`src/rtl/usb_resume_pkg.sv`:
```
// Package: shared types for the port resume controller.
// Assumes: nothing beyond standard SystemVerilog.
package usb_resume_pkg;

    // Origin of a resume that starts in the current cycle
    typedef enum logic [1:0] {
        CAUSE_NONE   = 2'd0,
        CAUSE_SW     = 2'd1,
        CAUSE_REMOTE = 2'd2
    } resume_cause_e;

    // Default number of 1 kHz ticks for which resume K is driven
    localparam int unsigned DEFAULT_RESUME_TICKS = 20;

endpackage

```
`src/rtl/prc_line_sync.sv`:
```
// Module: prc_line_sync
// Brings the asynchronous line-state K indication into the clock domain
// through a chain of STAGES flops, then emits a one-cycle pulse on its
// rising edge.
// Assumes: line_k is held for at least two clock cycles.
module prc_line_sync #(
    parameter int unsigned STAGES = 2
) (
    input  logic clk,
    input  logic rst_n,
    input  logic line_k,
    output logic k_rise
);
    localparam int unsigned DEPTH = STAGES + 1;

    logic [DEPTH-1:0] chain_q;

    // First flop samples the asynchronous input
    always_ff @(posedge clk) begin
        if (!rst_n) chain_q[0] <= 1'b0;
        else        chain_q[0] <= line_k;
    end

    // Remaining synchroniser stages plus one history flop for edge detection
    for (genvar gi = 1; gi < DEPTH; gi++) begin : g_stage
        always_ff @(posedge clk) begin
            if (!rst_n) chain_q[gi] <= 1'b0;
            else        chain_q[gi] <= chain_q[gi-1];
        end
    end

    // Rising edge of the synchronised level
    always_comb k_rise = chain_q[STAGES-1] & ~chain_q[STAGES];

    AST_RISE_SINGLE: assert property (@(posedge clk) disable iff (!rst_n)
        k_rise |=> !k_rise);

endmodule

```
`src/rtl/prc_resume_timer.sv`:
```
// Module: prc_resume_timer
// Counts 1 kHz strobes while resume is active and flags expiry once
// RESUME_TICKS strobes have been counted.
// Assumes: the count restarts at zero whenever active is low.
module prc_resume_timer #(
    parameter int unsigned RESUME_TICKS = 20
) (
    input  logic clk,
    input  logic rst_n,
    input  logic active,
    input  logic tick,
    output logic expired
);
    localparam int unsigned CW = $clog2(RESUME_TICKS + 1);
    localparam logic [CW-1:0] LIMIT = CW'(RESUME_TICKS);

    logic [CW-1:0] cnt_q;

    // Advance on each strobe while active; saturate at the limit
    always_ff @(posedge clk) begin
        if (!rst_n || !active)               cnt_q <= '0;
        else if (tick && (cnt_q != LIMIT))   cnt_q <= cnt_q + 1'b1;
    end

    // Expiry is visible in the cycle after the final strobe edge
    always_comb expired = active && (cnt_q == LIMIT);

    AST_CNT_BOUND: assert property (@(posedge clk) disable iff (!rst_n)
        cnt_q <= LIMIT);

    AST_CNT_RESTART: assert property (@(posedge clk) disable iff (!rst_n)
        !active |=> (cnt_q == '0));

endmodule

```
`src/rtl/prc_resume_state.sv`:
```
// Module: prc_resume_state
// Holds the resume bit, the port-change status bit, the idle pulse and the
// late start-of-frame warning. Decides when resume starts, ends or is
// cancelled.
// Assumes: k_rise is already synchronised; expired comes from the timer
// driven by resume_q.
module prc_resume_state
    import usb_resume_pkg::*;
(
    input  logic clk,
    input  logic rst_n,
    input  logic port_power,
    input  logic port_suspended,
    input  logic wr_resume_en,
    input  logic wr_resume_val,
    input  logic wr_change_clr,
    input  logic k_rise,
    input  logic expired,
    input  logic run_stop,
    output logic resume_q,
    output logic change_q,
    output logic idle_q,
    output logic late_q
);
    logic          sw_req;
    logic          hw_req;
    logic          start;
    logic          finish;
    resume_cause_e cause;

    // Classify start requests and detect timed completion
    always_comb begin
        sw_req = wr_resume_en & wr_resume_val;
        hw_req = k_rise & port_suspended;
        start  = port_power & ~resume_q & (sw_req | hw_req);
        finish = port_power & resume_q & expired;
        if (!start)      cause = CAUSE_NONE;
        else if (hw_req) cause = CAUSE_REMOTE;
        else             cause = CAUSE_SW;
    end

    // Resume bit: set by start, cleared by timer or loss of power only
    always_ff @(posedge clk) begin
        if (!rst_n || !port_power) resume_q <= 1'b0;
        else if (start)            resume_q <= 1'b1;
        else if (finish)           resume_q <= 1'b0;
    end

    // Port-change bit: set on device wake-up, W1C, set has priority
    always_ff @(posedge clk) begin
        if (!rst_n)                    change_q <= 1'b0;
        else if (cause == CAUSE_REMOTE) change_q <= 1'b1;
        else if (wr_change_clr)        change_q <= 1'b0;
    end

    // One-cycle pulse when the port returns to idle after timed resume
    always_ff @(posedge clk) begin
        if (!rst_n) idle_q <= 1'b0;
        else        idle_q <= finish;
    end

    // Warning that run/stop was not set in time for the first SOF
    always_ff @(posedge clk) begin
        if (!rst_n)                  late_q <= 1'b0;
        else if (start)              late_q <= 1'b0;
        else if (finish && !run_stop) late_q <= 1'b1;
    end

    AST_REMOTE_SETS_CHANGE: assert property (@(posedge clk) disable iff (!rst_n)
        (cause == CAUSE_REMOTE) |=> (change_q && resume_q));

    AST_CHANGE_SET_WINS: assert property (@(posedge clk) disable iff (!rst_n)
        (hw_req && start && wr_change_clr) |=> change_q);

    AST_ZERO_WRITE_IGNORED: assert property (@(posedge clk) disable iff (!rst_n)
        (resume_q && port_power && !expired) |=> resume_q);

    AST_UNPOWERED_CLEAR: assert property (@(posedge clk) disable iff (!rst_n)
        !port_power |=> (!resume_q && !idle_q));

    AST_EXPIRE_ENDS_RESUME: assert property (@(posedge clk) disable iff (!rst_n)
        finish |=> (!resume_q && idle_q));

    AST_LATE_SOF_FLAG: assert property (@(posedge clk) disable iff (!rst_n)
        (finish && !run_stop) |=> late_q);

endmodule

```
`src/rtl/usb_port_resume_ctrl.sv`:
```
// Module: usb_port_resume_ctrl
// Top of the self-timed port resume controller: synchroniser, duration
// timer and bit state. Presents the resume bit gated by port power.
// Assumes: tick_1khz is a single-cycle strobe in the clk domain.
module usb_port_resume_ctrl #(
    parameter int unsigned RESUME_TICKS = usb_resume_pkg::DEFAULT_RESUME_TICKS,
    parameter int unsigned SYNC_STAGES  = 2
) (
    input  logic clk,
    input  logic rst_n,
    input  logic tick_1khz,
    input  logic port_power,
    input  logic port_suspended,
    input  logic line_k,
    input  logic run_stop,
    input  logic wr_resume_en,
    input  logic wr_resume_val,
    input  logic wr_change_clr,
    output logic resume_bit,
    output logic resume_k_drive,
    output logic port_change,
    output logic idle_enter,
    output logic sof_late
);
    logic k_rise;
    logic expired;
    logic resume_q;

    prc_line_sync #(.STAGES(SYNC_STAGES)) u_sync (
        .clk    (clk),
        .rst_n  (rst_n),
        .line_k (line_k),
        .k_rise (k_rise)
    );

    prc_resume_timer #(.RESUME_TICKS(RESUME_TICKS)) u_timer (
        .clk     (clk),
        .rst_n   (rst_n),
        .active  (resume_q),
        .tick    (tick_1khz),
        .expired (expired)
    );

    prc_resume_state u_state (
        .clk            (clk),
        .rst_n          (rst_n),
        .port_power     (port_power),
        .port_suspended (port_suspended),
        .wr_resume_en   (wr_resume_en),
        .wr_resume_val  (wr_resume_val),
        .wr_change_clr  (wr_change_clr),
        .k_rise         (k_rise),
        .expired        (expired),
        .run_stop       (run_stop),
        .resume_q       (resume_q),
        .change_q       (port_change),
        .idle_q         (idle_enter),
        .late_q         (sof_late)
    );

    // Visible resume bit reads 0 immediately while unpowered
    always_comb begin
        resume_bit     = resume_q & port_power;
        resume_k_drive = resume_bit;
    end

    AST_UNPOWERED_READS_ZERO: assert property (@(posedge clk) disable iff (!rst_n)
        !port_power |-> !resume_k_drive);

endmodule

```
`config.mk`:
```
export PLATFORM = sky130hd
export DESIGN_NAME = usb_port_resume_ctrl
export DESIGN_NICKNAME = d
export VERILOG_FILES = /design/src/rtl/usb_resume_pkg.sv /design/src/rtl/prc_line_sync.sv /design/src/rtl/prc_resume_timer.sv /design/src/rtl/prc_resume_state.sv /design/src/rtl/usb_port_resume_ctrl.sv
export SDC_FILE = /design/constraint.sdc
export NUM_CORES = 1
export LEC_CHECK = 0
export BUFFER_PORTS_ARGS = -buffer_cell sky130_fd_sc_hd__buf_2
export CORE_AREA = 2 2 39 41
export CTS_BUF_LIST = sky130_fd_sc_hd__clkbuf_2
export DETAILED_ROUTE_END_ITERATION = 10
export DIE_AREA = 0 0 41 43
export GPL_ROUTABILITY_DRIVEN = 0
export GPL_TIMING_DRIVEN = 0
export HOLD_SLACK_MARGIN = 0.12
export PLACE_DENSITY_LB_ADDON = 0.3
export SLEW_MARGIN = 40
export SYNTH_ARGS = -nofsm -noshare
export SYNTH_HDL_FRONTEND = slang
export SYNTH_SLANG_ARGS = --single-unit
```
`constraint.sdc`:
```
create_clock -name clk -period 1.3 [get_ports clk]
set_input_delay 0.13 -clock clk [delete_from_list [all_inputs] [get_ports clk]]
set_output_delay 0.13 -clock clk [all_outputs]
set_load 0.05 [all_outputs]
```
## Word-level counts from Yosys, hierarchy flattened

Index checks and enable logic that the tools add are counted.

| cells by class | value |
|---|---|
| bitwise logic cells | 11 |
| muxes and demuxes | 6 |
| add/sub/neg operators | 1 |
| reductions and logical operators | 12 |
| eq/ne operators | 3 |

Operators by type and width:

| operator | count |
|---|---|
| $and A1 B1 Y1 | 7 |
| $add A5 B1 Y5 const B | 1 |
| $eq A5 B5 Y1 const B | 1 |
| $ne A5 B5 Y1 const B | 1 |
| $logic_not A1 Y1 | 4 |
| $mux W1 | 4 |
| $mux W2 | 2 |
| $reduce_bool A2 Y1 | 2 |
| $logic_and A1 B1 Y1 | 3 |
| $not A1 Y1 | 3 |
| $eq A2 B2 Y1 const B | 1 |
| $logic_or A1 B1 Y1 | 2 |
| $reduce_or A2 Y1 | 1 |
| $or A1 B1 Y1 | 1 |

| storage, ports and cells | value |
|---|---|
| word-level logic and storage cells | 41 |
| output and inout bits | 5 |
| register bits after elaboration | 12 |
| bits of input ports | 10 |

## Depth between registers and ports, before layout

| logic depth | value |
|---|---|
| word-level depth | 8 |
| depth in mapped cells | 5 |
| depth with buffers taken out | 5 |

## By module

From an unflattened synthesis, not the netlist that was laid out.

| second synthesis, totals | value |
|---|---|
| cell total of the unflattened synthesis | 56 |
| area total of the unflattened synthesis | 518.0 sq um |

By module, submodules not included:

| module | cells each | instances | area each (sq um) | seq. area each (sq um) |
|---|---|---|---|---|
| prc_resume_timer | 29 | 1 | 252.7 | 100.1 |
| prc_resume_state | 18 | 1 | 158.9 | 80.1 |
| prc_line_sync | 7 | 1 | 92.6 | 60.1 |
| usb_port_resume_ctrl | 2 | 1 | 13.8 | 0.0 |

## Worst setup path before layout

No wires, ideal clock.

| path | value |
|---|---|
| kind | reg-to-reg |
| from | reg u_timer.cnt_q[0] |
| to | reg u_timer.cnt_q[3] |
| data required time | 1.230 ns |
| library setup time | 0.070 ns |
| path slack | -0.006 ns |
| arrival time | 1.236 ns |
| clock period less this slack | 1.306 ns |
| buffers on the path | 0 |
| cell stages (with the launch flop) | 6 |
| path through | dfxtp_1 > inv_1 > ha_1 > and4b_4 > or3_1 > a21oi_1 |

| between the ends | value |
|---|---|
| word-level cells in the longest chain between the ends | 2 |
| elaborated cells on any way between the ends | 3 |
| those cells by class | add/sub: 1; eq/ne: 1; reduce/logical: 1 |

RTL lines:

| item | line | text |
|---|---|---|
| start: declaration | prc_resume_timer.sv:17 | `logic [CW-1:0] cnt_q;` |
| start signal: assignment | prc_resume_timer.sv:22 | `else if (tick && (cnt_q != LIMIT)) cnt_q <= cnt_q + 1'b1;` |
| branches (longest 2 deep; another with $add A5 B1 Y5) | -- |  |

Several ways; the timed one is not identified.
A chain may end at the register's enable or synchronous reset.

## Worst setup path in the final report

Same ends and word-level chain as after synthesis.

==> results.cfg <==
[power_and_ir_drop]
powerDensity_mw_per_mm2 = 905
ir_drop_v = 0.000470
power_leakage_nw = 0.295
p_total_mw = 0.625

[placement]
port-buffer-count = 14
place_ws_ns = -0.0539
dp_hpwl_um = 702
placed_area_sq_um = 599

[setup_path]
worstPathMaxFanout = 2
reg2reg_slack_ns = 0.07
end_kind = register
crit_type = reg -> reg
cp.arrival_ns = 1.43
r2r_end = u_timer.cnt_q[3]
reg2reg_depth = 5
startpoint_type = register
path_cells = inv_2 -> ha_4 -> and4b_4 -> or3_1 -> a21oi_1
slowest_delay_ns = 0.35
critPathSlowestCell = dfxtp_2
r2r-start = u_timer.cnt_q[0]
crit_required_ns = 1.50

[layout]
diodes = 0
layout.nets = 90
final_area_sq_um = 691
post-route-util_pct = 49.9
syn_to_final_growth_pct = 36.0
drive_gt1_share_pct = 39.0

[floorplan]
dieArea_sq_mm = 0.00176
ios = 15
die_w_um = 41
num_rows = 14
die_y_um = 43
start_util_pct = 36.7
core_sq_mm = 0.00138

[synthesis]
yosysMostFrequentCell = dfxtp_1
synth-seq-cells = 12
syn_area_per_cell_sq_um = 9.58
ys_types = 24
netlist_top_cells_area = dfxtp_1 47%, and2_1 4.9%, ha_1 4.9%
yosysTopAreaCell = dfxtp_1
synth-main-ff-cell = dfxtp_1
synth_edf_count = 0
synth_common_cells = 12 x dfxtp_1, 4 x a21oi_1, 4 x and2_1
syn_inst = 53
netlist_area_sq_um = 508
synth_async_sr_flop_share_pct = 0
synth_nets = 65
yosysWarnings = 0
yosysTopAreaCellShare_pct = 47.3
ys_seq_area_share_pct = 47.3

[worst_hold_path]
holdPathStages = 3
hold_end = u_state.resume_q
hp-class = in -> reg
min_from = rst_n

[timing]
rsz0062_at_grt = no
finalHoldViolCount = 0
clock_skew_ns = 0.00825
timing.final.crit_share_pct = 94.6
maxSlewViolCount = 0
setup_ws_ns = 0.0708
min_period_ns = 1.23
slew_headroom_pct = 83.6
setup_violations = 0
fmaxAchievable_ghz = 0.814
tightest_slew_ns = 0.248

[grt]
antenna_found_initial = 0
grt_start_max_net_pins = 9
grt_pass1_wl_mm = 1.64
gr-total-overflow = 0
grt_util_all_layers_pct = 14.0
grt_pass1_vias = 401

[clocking]
cts_made_buffers = 3
cts_tree = done
cts.clk_slew.worst_paths_ns = 0.11
ctsHtreeMaxLevel = 1
clkSinkCount = 12
clock_latency_ns = 0.27
clk_path_buf_depth = 2
cts-root-buf = clkbuf_2

[routing]
postRouteAntennaNets = 0
drc_errors = 0
via_per_inst = 4.97
wl_per_cell_um = 11.3
routed_wl_mm = 1.05
vias = 462
drt_iter0_drc = 6
dr.pass1.iters = 4

[job]
drv_cap = 0

[run_status]
outcome = completed
[metal layers]
metal	global-route usage [%]	vias up	wire [um]
li1	-	237	-
met1	19.0	207	507
met2	19.7	16	489
met3	3.14	2	50
met4	8.00	0	4
met5	0	-	0
[timing repair]
item                                   4_1_cts  5_1_grt
setup endpoints to repair                    3        5
pin swaps                                    1        3
endpoints found under the hold margin        3        0
buffers inserted                             3        0
resized for setup                            4        4
hold buffers                                 3        0
[where the power goes]
part,total (mW),switching [mW],internal [mW]
Combinational,0.0552,0.0268,0.0284
Clock,0.193,0.126,0.0668
Sequential,0.377,0.00317,0.374
Total,0.625,0.156,0.469
[logic make-up (layout without fill, tap and decap cells)]
family / count (synthesis) / in the layout / synth area share, %
flops: 12 / 12 / 47.3
xor+xnor: 1 / 1 / 1.72
simple gates: 24 / 24 / 29.8
fa+ha+maj: 2 / 2 / 4.93
buf+inv: 4 / 28 / 3.69
compound gates: 10 / 10 / 12.6
[per-stage QoR]
step                hold slack, ns  setup TNS (ns)  instances
detailed placement           0.345         -0.0539         83
global placement             0.343         -0.0413         83
finish                       0.147               0         93
global route                 0.160               0         93
CTS                          0.134               0         93
floorplan                    0.252               0         53
[sequential cells by signal, indices dropped and copies added, names as in the netlist]
name and count:
u_state.change_q 1, u_state.idle_q 1, u_state.late_q 1, u_state.resume_q 1, u_sync.chain_q 3, u_timer.cnt_q 5
[critical path: cells and delay by family (launching register included)]
family / cells / cell delay (ns)
compound gates: 1 / 0.15
fa+ha+maj: 1 / 0.15
buf+inv: 1 / 0.05
flops: 1 / 0.35
simple gates: 2 / 0.47
[worst max path at each step]
stage	startpoint	to	slack, ns	cells after the start
global placement	u_timer.cnt_q[0]	u_timer.cnt_q[3]	-0.04	5
global route	u_timer.cnt_q[1]	u_timer.cnt_q[3]	0.02	5
detailed placement	u_timer.cnt_q[1]	u_timer.cnt_q[3]	-0.05	5
finish	u_timer.cnt_q[0]	u_timer.cnt_q[3]	0.07	5
CTS	u_state.resume_q	resume_k_drive	0.02	3
floorplan	u_state.resume_q	u_state.late_q	0.0005	3
[layout make-up]
type / count / area [sq um]
buffer: 1 / 7.51
clock buffer: 3 / 15.0
clock inverter: 1 / 3.75
fill: 135 / 693
inverter: 3 / 11.3
multi-input combinational: 37 / 264
sequential: 12 / 244
tap: 16 / 20.0
timing repair buffer: 20 / 125
[placed cells by master, fill, tap and decap left out, drive strengths merged]
cell type     n
nor3b         1
a21boi        1
xor2          1
and3          1
nor3          1
and4b         1
nor2          2
dfxtp        12
buf          18
clkinv        1
a21oi         4
nand3b        1
nand4b        2
or3           1
inv           3
ha            2
o2111a        1
nand2         3
clkbuf        3
nand2b        1
nand3         3
a211oi        2
and2          4
dlygate4sd3   3
and3b         1
nand4         2
o21ai         2
Note: power is estimated with default switching activity, not from simulation.
